File: config.mk
export PLATFORM = sky130hd
export DESIGN_NAME = pcm_eng_top
export DESIGN_NICKNAME = d
export VERILOG_FILES = /design/src/rtl/pcm_eng_pkg.sv /design/src/rtl/pcm_bclk_gen.sv /design/src/rtl/pcm_frame_ctr.sv /design/src/rtl/pcm_tx_ser.sv /design/src/rtl/pcm_rx_deser.sv /design/src/rtl/pcm_eng_top.sv
export SDC_FILE = /design/constraint.sdc
export NUM_CORES = 1
export LEC_CHECK = 0
export BUFFER_PORTS_ARGS = -buffer_cell sky130_fd_sc_hd__buf_4
export CORE_MARGIN = 8
export CORE_UTILIZATION = 60
export CTS_BUF_LIST = sky130_fd_sc_hd__clkbuf_4
export DETAILED_ROUTE_END_ITERATION = 16
export GPL_TIMING_DRIVEN = 1
export PLACE_DENSITY = 0.84
export SLEW_MARGIN = 20
export SYNTH_ARGS = -nofsm -noshare
export SYNTH_HDL_FRONTEND = slang
export SYNTH_SLANG_ARGS = --single-unit
File: constraint.sdc
create_clock -name clk -period 11.9 [get_ports clk]
set_input_delay 2.38 -clock clk [delete_from_list [all_inputs] [get_ports clk]]
set_output_delay 2.38 -clock clk [all_outputs]
set_load 0.02 [all_outputs]
File: src/rtl/pcm_eng_pkg.sv
package pcm_eng_pkg;

    localparam int SAMPLE_W  = 16;
    localparam int CHAN_N    = 2;
    localparam int SLOT_BITS = SAMPLE_W * CHAN_N;
    localparam int DIV_W     = 9;
    localparam int POS_W     = 9;

    typedef logic [SAMPLE_W-1:0] sample_t;
    typedef logic [POS_W-1:0]    pos_t;

    // offset of a frame position from the first slot bit
    function automatic pos_t slot_rel(input pos_t pos, input logic late);
        return pos - pos_t'(late);
    endfunction

    function automatic logic slot_hit(input pos_t pos, input logic late);
        return (pos >= pos_t'(late)) && (slot_rel(pos, late) < pos_t'(SLOT_BITS));
    endfunction

    function automatic logic slot_first(input pos_t pos, input logic late);
        return slot_hit(pos, late) && ((slot_rel(pos, late) % pos_t'(SAMPLE_W)) == '0);
    endfunction

    function automatic logic slot_last(input pos_t pos, input logic late);
        return slot_hit(pos, late)
            && ((slot_rel(pos, late) % pos_t'(SAMPLE_W)) == pos_t'(SAMPLE_W - 1));
    endfunction

endpackage

File: src/rtl/pcm_bclk_gen.sv
module pcm_bclk_gen
    import pcm_eng_pkg::*;
#(
    parameter int DW = DIV_W
) (
    input  logic          clk,
    input  logic          rst_n,
    input  logic          en,
    input  logic          src_sel,
    input  logic          aud_tick,
    input  logic [DW-1:0] half_div,
    output logic          bclk,
    output logic          launch,
    output logic          sample
);

    typedef struct packed {
        logic [DW-1:0] cnt;
        logic          bclk;
    } st_t;

    st_t  s_d, s_q;
    logic tick;
    logic wrap;

    always_comb begin
        tick   = src_sel ? aud_tick : 1'b1;
        wrap   = en && tick && (s_q.cnt >= half_div);
        launch = wrap && s_q.bclk;     // coming edge is a fall
        sample = wrap && !s_q.bclk;    // coming edge is a rise
        bclk   = s_q.bclk;
        s_d    = s_q;
        if (!en) begin
            s_d = '0;
        end else if (tick) begin
            if (wrap) begin
                s_d.cnt  = '0;
                s_d.bclk = ~s_q.bclk;
            end else begin
                s_d.cnt = s_q.cnt + 1'b1;
            end
        end
    end

    always_ff @(posedge clk or negedge rst_n) begin
        if (!rst_n) s_q <= '0;
        else        s_q <= s_d;
    end

endmodule

File: src/rtl/pcm_frame_ctr.sv
module pcm_frame_ctr
    import pcm_eng_pkg::*;
(
    input  logic clk,
    input  logic rst_n,
    input  logic en,
    input  logic launch,
    input  pos_t frame_last,
    output pos_t pos,
    output pos_t pos_next,
    output logic running,
    output logic fsync
);

    typedef struct packed {
        pos_t pos;
        logic run;
        logic fsync;
    } st_t;

    st_t s_d, s_q;

    always_comb begin
        pos_next = (!s_q.run || (s_q.pos >= frame_last)) ? '0 : s_q.pos + 1'b1;
        s_d      = s_q;
        if (!en) begin
            s_d = '0;
        end else if (launch) begin
            s_d.pos   = pos_next;
            s_d.run   = 1'b1;
            s_d.fsync = (pos_next == '0);
        end
        pos     = s_q.pos;
        running = s_q.run;
        fsync   = s_q.fsync;
    end

    always_ff @(posedge clk or negedge rst_n) begin
        if (!rst_n) s_q <= '0;
        else        s_q <= s_d;
    end

endmodule

File: src/rtl/pcm_tx_ser.sv
module pcm_tx_ser
    import pcm_eng_pkg::*;
(
    input  logic    clk,
    input  logic    rst_n,
    input  logic    en,
    input  logic    tx_en,
    input  logic    late,
    input  logic    launch,
    input  pos_t    pos_next,
    input  sample_t tx_data,
    input  logic    tx_valid,
    output logic    tx_ready,
    output logic    tx_starve,
    output logic    dout
);

    typedef struct packed {
        sample_t sh;
        logic    dout;
        logic    starve;
    } st_t;

    st_t  s_d, s_q;
    logic hit;
    logic first;

    always_comb begin
        hit       = slot_hit(pos_next, late);
        first     = slot_first(pos_next, late);
        tx_ready  = launch && tx_en && first;
        s_d       = s_q;
        s_d.starve = 1'b0;
        if (!en) begin
            s_d = '0;
        end else if (launch) begin
            if (!tx_en || !hit) begin
                s_d.sh   = '0;
                s_d.dout = 1'b0;
            end else begin
                if (first) begin
                    s_d.sh     = tx_valid ? tx_data : '0;
                    s_d.starve = !tx_valid;
                end else begin
                    s_d.sh = s_q.sh << 1;
                end
                s_d.dout = s_d.sh[SAMPLE_W-1];
            end
        end
        tx_starve = s_q.starve;
        dout      = s_q.dout;
    end

    always_ff @(posedge clk or negedge rst_n) begin
        if (!rst_n) s_q <= '0;
        else        s_q <= s_d;
    end

endmodule

File: src/rtl/pcm_rx_deser.sv
module pcm_rx_deser
    import pcm_eng_pkg::*;
(
    input  logic    clk,
    input  logic    rst_n,
    input  logic    rx_en,
    input  logic    late,
    input  logic    sample,
    input  logic    running,
    input  pos_t    pos,
    input  logic    din,
    output sample_t rx_data,
    output logic    rx_valid
);

    typedef struct packed {
        sample_t sh;
        sample_t data;
        logic    valid;
    } st_t;

    st_t s_d, s_q;

    always_comb begin
        s_d       = s_q;
        s_d.valid = 1'b0;
        if (sample && running && rx_en && slot_hit(pos, late)) begin
            s_d.sh = {s_q.sh[SAMPLE_W-2:0], din};
            if (slot_last(pos, late)) begin
                s_d.data  = s_d.sh;
                s_d.valid = 1'b1;
            end
        end
        rx_data  = s_q.data;
        rx_valid = s_q.valid;
    end

    always_ff @(posedge clk or negedge rst_n) begin
        if (!rst_n) s_q <= '0;
        else        s_q <= s_d;
    end

endmodule

File: src/rtl/pcm_eng_top.sv
module pcm_eng_top
    import pcm_eng_pkg::*;
(
    input  logic                clk,
    input  logic                rst_n,
    input  logic                cfg_sclk_en,
    input  logic                cfg_src_sel,
    input  logic [DIV_W-1:0]    cfg_bclk_div,
    input  logic [POS_W-1:0]    cfg_frame_len,
    input  logic                cfg_tx_en,
    input  logic                cfg_rx_en,
    input  logic                cfg_tx_late,
    input  logic                cfg_rx_late,
    input  logic                aud_tick,
    input  logic [SAMPLE_W-1:0] tx_data,
    input  logic                tx_valid,
    output logic                tx_ready,
    output logic                tx_starve,
    output logic [SAMPLE_W-1:0] rx_data,
    output logic                rx_valid,
    output logic                pcm_bclk,
    output logic                pcm_fsync,
    output logic                pcm_dout,
    input  logic                pcm_din
);

    logic launch;
    logic sample;
    logic running;
    pos_t pos;
    pos_t pos_next;

    pcm_bclk_gen #(.DW(DIV_W)) u_bclk (
        .clk      (clk),
        .rst_n    (rst_n),
        .en       (cfg_sclk_en),
        .src_sel  (cfg_src_sel),
        .aud_tick (aud_tick),
        .half_div (cfg_bclk_div),
        .bclk     (pcm_bclk),
        .launch   (launch),
        .sample   (sample)
    );

    pcm_frame_ctr u_frame (
        .clk        (clk),
        .rst_n      (rst_n),
        .en         (cfg_sclk_en),
        .launch     (launch),
        .frame_last (cfg_frame_len),
        .pos        (pos),
        .pos_next   (pos_next),
        .running    (running),
        .fsync      (pcm_fsync)
    );

    pcm_tx_ser u_tx (
        .clk       (clk),
        .rst_n     (rst_n),
        .en        (cfg_sclk_en),
        .tx_en     (cfg_tx_en),
        .late      (cfg_tx_late),
        .launch    (launch),
        .pos_next  (pos_next),
        .tx_data   (tx_data),
        .tx_valid  (tx_valid),
        .tx_ready  (tx_ready),
        .tx_starve (tx_starve),
        .dout      (pcm_dout)
    );

    pcm_rx_deser u_rx (
        .clk      (clk),
        .rst_n    (rst_n),
        .rx_en    (cfg_rx_en),
        .late     (cfg_rx_late),
        .sample   (sample),
        .running  (running),
        .pos      (pos),
        .din      (pcm_din),
        .rx_data  (rx_data),
        .rx_valid (rx_valid)
    );

endmodule

==> results of run 1 <==
metrics by stage:
stage	cells	setup WS (ns)	hold WS, ns	power, uW	utilization (%)
after floorplan	414	4.64	0.449	263	-
after detailed placement	541	3.76	0.470	282	67.2
final	557	3.75	0.494	431	69.3
after global routing	557	3.56	0.519	450	69.3
after global placement	541	3.90	0.464	281	67.2
after CTS	557	3.75	0.496	436	69.3
kinds of logic (layout without fill, tap and decap cells):
logic type / count (synthesis) / count (layout) / synth area share, %
buf+inv: 58 / 105 / 7.94
flops: 70 / 70 / 41.8
compound gates: 70 / 70 / 10.9
xor+xnor: 13 / 13 / 2.72
fa+ha+maj: 24 / 24 / 7.13
mux: 46 / 46 / 12.7
simple gates: 133 / 133 / 16.8
synthesized netlist by cell type, types with 4 or more instances:
master    number
mux2_4         9
and2_1        25
clkbuf_1      11
xor2_1         5
nand2b_1       6
a21o_1         4
and3_1         8
dfrtp_1       70
inv_1         22
a21oi_1       11
o21ai_0       20
o21ai_1       12
buf_4         16
nand3_1       15
nand2_1       35
ha_1          23
nor2b_1        4
nor2_1        22
mux2_2        22
xnor2_1        8
nor3_1         4
o31ai_1        5
mux2i_1       15
cell usage in the layout, fill, tap and decap left out, types with 20 or more instances in the layout:
cell type,instances
nor2_1,22
and2_1,25
nand2_1,35
inv_1,22
mux2_2,22
buf_4,66
ha_1,23
o21ai_0,20
dfrtp_1,70
worst register-to-register path, cell delays in order, from the launching register on:
cell,delay (ns)
dfrtp_1,0.45
inv_1,0.17
ha_1,0.25
nand2b_1,0.13
a2111o_1,0.46
a31oi_4,0.31
nand3_1,0.13
ha_1,0.25
inv_1,0.09
nand2b_1,0.06
a211oi_1,0.23
o2111a_1,0.90
mux2i_1,0.26
o21ai_0,0.11
registers in the layout, summed over array words and instances, names as in the netlist:
register,count
u_tx.dout,1
u_bclk.bclk,1
u_rx.s_q,15
u_frame.fsync,1
u_rx.rx_valid,1
u_tx.s_q,15
u_frame.pos,9
u_frame.running,1
u_bclk.s_q,9
u_rx.rx_data,16
u_tx.tx_starve,1
area by class of cell:
type / count / area (um2)
inverter: 23 / 88.8
tap: 96 / 120
clock inverter: 7 / 73.8
sequential: 70 / 1750
fill: 533 / 2090
multi-input combinational: 286 / 2110
clock buffer: 9 / 67.6
timing repair buffer: 66 / 495
routing by layer:
layer | vias to the layer above | share of wire (%) | track usage, %
met5 | - | 0 | 0
met4 | 0 | 0.61 | 5.01
met3 | 6 | 7.7 | 6.84
met2 | 109 | 47 | 28.2
met1 | 1446 | 44 | 22.8
li1 | 1504 | - | -
final timing paths:
kind,endpoint
min in group asynchronous,u_frame.pos[0]
max reg2reg,u_tx.s_q[8]
min,u_tx.s_q[6]
min reg2reg,u_tx.s_q[6]
max,tx_ready
max in group asynchronous,u_rx.rx_data[7]
power by group through the flow:
stage | sequential, uW | combinational [uW] | clock [uW]
after floorplan | 244 | 18.5 | 0
after global placement | 245 | 36.1 | 0
after detailed placement | 245 | 37.5 | 0
after CTS | 240 | 37.6 | 158
after global routing | 240 | 41.7 | 168
final | 240 | 37.1 | 154
==> key figures, run 1 <==
Detailed routing
  – Detail-routed via count per cell: 5.50
  – Vias: 3065
  – Wire per inst: 15.1 um
  – Final wirelength: 8.40 mm
  – DRC viols: 0
  – DRT iter0 DRCs: 156
  – Antenna-violating nets left: 0
  – Pre-antenna DRT Iters: 4

Worst hold path
  – Min-delay src: u_tx.s_q[6]
  – Worst hold path cell count: 2
  – HP Class: reg2reg

STA
  – Final Max Tran Viols: 0
  – Max Clk Rate: 123 MHz
  – TNS Setup: 0 ns
  – Slew @ Worst Pin: 0.992 ns
  – Crit path time final: 8.15 ns
  – RSZ-0062 raised after global routing: no
  – Fin. Hold Viols: 0
  – Final setup skew: 0.0131 ns
  – Crit share post-route: 68.5%
  – Finish-stage setup viols: 0
  – Slew Limit Headroom: 33.8%

Placement
  – RD Place Congestion: 0.843
  – PortBufs: 66
  – Area after DPL: 4560 um2
  – HPWL Detailed: 6.12 mm

Power and ir drop
  – Comb pwr share: 8.6%
  – Pint: 321 uW
  – Clk pwr share: 35.7%
  – Switch share: 25.5%
  – Power density cells: 91.6 nW/um2
  – Peak supply drop: 0.0000695 V
  – Leakage: 0.00240 uW
  – Register share of total power: 55.7%
  – P_sw: 110 uW

Setup path
  – Critical path's slowest cell: o2111a_1
  – Crit path max-delay family: compound AO/OA/AOI/OAI gates
  – Worst Path Max Fanout: 17
  – Critical path type: in2out
  – CP max stage delay: 0.90 ns
  – R2R depth: 13
  – CP Capture Type: primary output
  – Critical Path Start: cfg_frame_len[0]
  – WP buf/inv: 3
  – Worst Path Required: 9.52 ns
  – Reg2reg setup slack: 7.96 ns
  – Critical Path Stages: 13
  – Crit-path cells: buf_4 -> ha_1 -> nand2b_1 -> a2111o_1 -> a31oi_4 -> nand3_1 -> ha_1 -> inv_1 -> nand2b_1 -> a211oi_1 -> o2111a_1 -> and3_1 -> buf_4
  – CP Launch Type: input pin
  – Reg2reg start: u_frame.pos[0]
  – Critical Path AT: 5.77 ns

Clock tree
  – Post-cts sizing count: 0
  – CTS Root Cell: clkbuf_4
  – H-tree levels: 3
  – Setup repair bufs after CTS: 0
  – Clk Latency, worst-skew pair: 0.41 ns
  – Longest Clk Path Bufs: 2
  – Cts hold-fix bufs: 0
  – CTS tree: yes
  – Clock-pin slew on the worst setup and hold paths: 0.12 ns
  – Clock Sinks: 70
  – Num CTS Buffers: 9

Die
  – Chip width: 99.6 um
  – Area of the core: 6790 um2
  – IO Count: 67
  – Die ar.: 9920 um2
  – Row Count: 30
  – Chip height: 99.6 um
  – Starting Density: 61.7%

Yosys
  – Mapped Cells: 414
  – Syn Nets: 482
  – Post-synthesis sequential area ratio: 41.8%
  – Mapped cell area: 4190 um2
  – Largest area contributor in the netlist: dfrtp_1
  – Yosys reg bits: 70
  – YS warnings: 0
  – Synth area leaders: dfrtp_1, ha_1, mux2_2
  – Share of the synthesized area in the top cell type: 41.8%
  – Netlist cell types: 56
  – Post-synth ARST share: 100%
  – Ys flop type: dfrtp_1
  – Syn_area_per_cell: 10.1 um2
  – EDFF count, synth: 0

GRT
  – Remaining Overflow, GRT: 0
  – Vias in the first global route: 3135
  – GRT Total Usage: 18.1%
  – Pin count of the biggest net entering global routing: 71
  – Initial antenna violation count: 0
  – First-pass GRT wire length: 14.5 mm

Outcome
  – Status: finished clean

Cells and area
  – Post-route cell area: 4710 um2
  – Layout area overhead: 12.2%
  – Layout cells sized above 1: 26.7%
  – Nets: 524
  – # diodes: 0

Run
  – Max-cap viol count: 0
No activity file was read; power rests on OpenSTA's default activity.
==> run 2, diff against run 1 <==
ABC_AREA = 1   (was default)
CORE_UTILIZATION = 53   (was 60)
PLACE_DENSITY = 0.78   (was 0.84)
clock period = 7.3 ns   (was 11.9 ns; I/O delays follow)
==> key figures, run 2 <==
STA
  – Final setup skew: 0.0226 ns
  – Slew @ Worst Pin: 0.923 ns
  – Crit path time final: 5.60 ns
  – Hold_ws: 0.496 ns
  – Fin. Hold Viols: 0
  – RSZ-0062 raised after global routing: no
  – Max Clk Rate: 178 MHz
  – Final Max Tran Viols: 0
  – Crit share post-route: 76.8%
  – TNS Setup: 0 ns
  – Slew Limit Headroom: 38.3%
  – Finish-stage setup viols: 0

Outcome
  – Status: finished clean

Yosys
  – Synth area leaders: dfrtp_1, nand2_1, ha_1
  – Share of the synthesized area in the top cell type: 41.2%
  – Mapped Cells: 565
  – EDFF count, synth: 0
  – Count leader, synth: nand2_1
  – Syn Nets: 633
  – Post-synthesis sequential area ratio: 41.2%
  – Ys flop type: dfrtp_1
  – Largest area contributor in the netlist: dfrtp_1
  – YS warnings: 0
  – Mapped cell area: 4250 um2
  – Post-synth ARST share: 100%
  – Syn_area_per_cell: 7.52 um2
  – Netlist cell types: 36
  – Yosys reg bits: 70
  – Top cell types by occurrence after synthesis: nand2_1, dfrtp_1, inv_1

Clock tree
  – Post-cts sizing count: 0
  – Setup repair bufs after CTS: 0
  – Longest Clk Path Bufs: 2
  – Num CTS Buffers: 9
  – H-tree levels: 3
  – Clk Latency, worst-skew pair: 0.44 ns
  – Clock Sinks: 70
  – CTS tree: yes
  – Clock-pin slew on the worst setup and hold paths: 0.12 ns
  – Cts hold-fix bufs: 0
  – CTS Root Cell: clkbuf_4

Cells and area
  – Layout cells sized above 1: 17.2%
  – Layout area overhead: 13.1%
  – Commonest non-fill, non-tap cell in the layout: nand2_1
  – Nets: 680
  – Post-route cell area: 4810 um2
  – Max FFs per register: 16
  – Commonest cells after routing, fill and taps aside: nand2_1, dfrtp_1, inv_1
  – Fin cells: 719
  – # diodes: 0

Detailed routing
  – Wire per inst: 12.9 um
  – Met3 wire length: 541 um
  – DRC viols: 0
  – Final wirelength: 9.26 mm
  – Met1 WL: 4.07 mm
  – Detail-routed via count per cell: 5.04
  – Met2 wire len: 4.52 mm
  – Pre-antenna DRT Iters: 4
  – DRT iter0 DRCs: 176
  – Uppermost layer routed: met4
  – Antenna-violating nets left: 0
  – Vias: 3622

Worst hold path
  – HP Class: reg2reg
  – Worst hold path cell count: 2
  – Worst Hold End: u_tx.s_q[4]
  – Min-delay src: u_tx.s_q[4]

Setup path
  – Worst Path Max Fanout: 16
  – Critical Path AT: 4.14 ns
  – Worst Path Required: 5.84 ns
  – Reg2reg setup slack: 4.11 ns
  – R2R depth: 18
  – CP Capture Type: primary output
  – Critical path type: in2out
  – CP Launch Type: input pin
  – Reg2reg end: u_tx.tx_starve
  – Reg2reg start: u_frame.pos[2]

GRT
  – Remaining Overflow, GRT: 0
  – Vias in the first global route: 3503
  – First-pass GRT wire length: 15.6 mm
  – Initial antenna violation count: 0
  – Pin count of the biggest net entering global routing: 71
  – GRT Total Usage: 16.8%

Power and ir drop
  – Power density cells: 153 nW/um2
  – Peak supply drop: 0.000118 V
  – Tot Pwr: 733 uW
  – Leakage: 0.00265 uW

Placement
  – Placed cell count: 703
  – RD Place Congestion: 0.907
  – PortBufs: 66
  – Area after DPL: 4670 um2
  – HPWL Detailed: 6.79 mm

Die
  – IO Count: 67
  – Row Count: 32
  – Die ar.: 11100 um2
  – Area of the core: 7770 um2
  – Chip width: 106 um
  – Chip height: 106 um
  – Starting Density: 54.7%

Run
  – Max-cap viol count: 0
-- run 2: stage by stage --
stage	setup WS, ns	util [%]
after floorplan	2.34	-
after global placement	1.83	60.2
after detailed placement	1.68	60.2
after CTS	1.69	61.9
after global routing	1.48	61.9
final	1.70	61.9
-- run 2: final cells by class --
| cell class | instances | area [um2] |
|---|---|---|
| fillers | 683 | 2960 |
| multi-input cells | 387 | 2010 |
| flip-flops and latches | 70 | 1750 |
| repair buffers | 66 | 495 |
| clock inverters | 7 | 65.1 |
| inverters | 78 | 293 |
| well taps | 102 | 128 |
| clock buffers | 9 | 67.6 |
-- run 2: logic make-up after synthesis --
family                     count (synthesis)  synth area share [%]
AOI/OAI and AO/OA                         59                  8.22
xor gates and xnor gates                   7                  1.44
adders and majority gates                 23                  6.77
buffers and inverters                    108                  11.5
DFF                                       70                  41.2
and+or+nand+nor                          298                  30.8
-- run 2: power breakdown --
part | internal [uW] | total, uW | switching, uW
clock | 78.0 | 245 | 167
combinational | 37.8 | 85.3 | 47.4
sequential | 394 | 402 | 8.14
total | 510 | 733 | 223
-- run 2: how the worst max path moves through the flow --
stage | start | to | slack (ns)
after floorplan | cfg_frame_len[8] | tx_ready | 2.34
after global placement | cfg_frame_len[8] | tx_ready | 1.83
after detailed placement | cfg_frame_len[6] | tx_ready | 1.68
after CTS | cfg_frame_len[8] | tx_ready | 1.69
after global routing | cfg_frame_len[6] | tx_ready | 1.48
final | cfg_frame_len[8] | tx_ready | 1.70
-- run 2: critical path, stage by stage --
cell      delay (ns)
buf_4           0.07
inv_1           0.03
ha_1            0.28
nand2_1         0.07
nor2_1          0.21
nand3b_1        0.10
nand3_1         0.14
nor2_4          0.07
inv_2           0.09
nor2_1          0.06
inv_1           0.07
ha_1            0.27
nand4_1         0.23
a21oi_4         0.46
nand2_4         0.21
nor2_2          0.16
buf_4           0.16
-- run 2: layer usage --
layer | track usage, % | vias up
met5 | 0 | -
met4 | 5.73 | 0
met3 | 4.81 | 17
met2 | 29.2 | 94
met1 | 19.5 | 1624
li1 | - | 1887
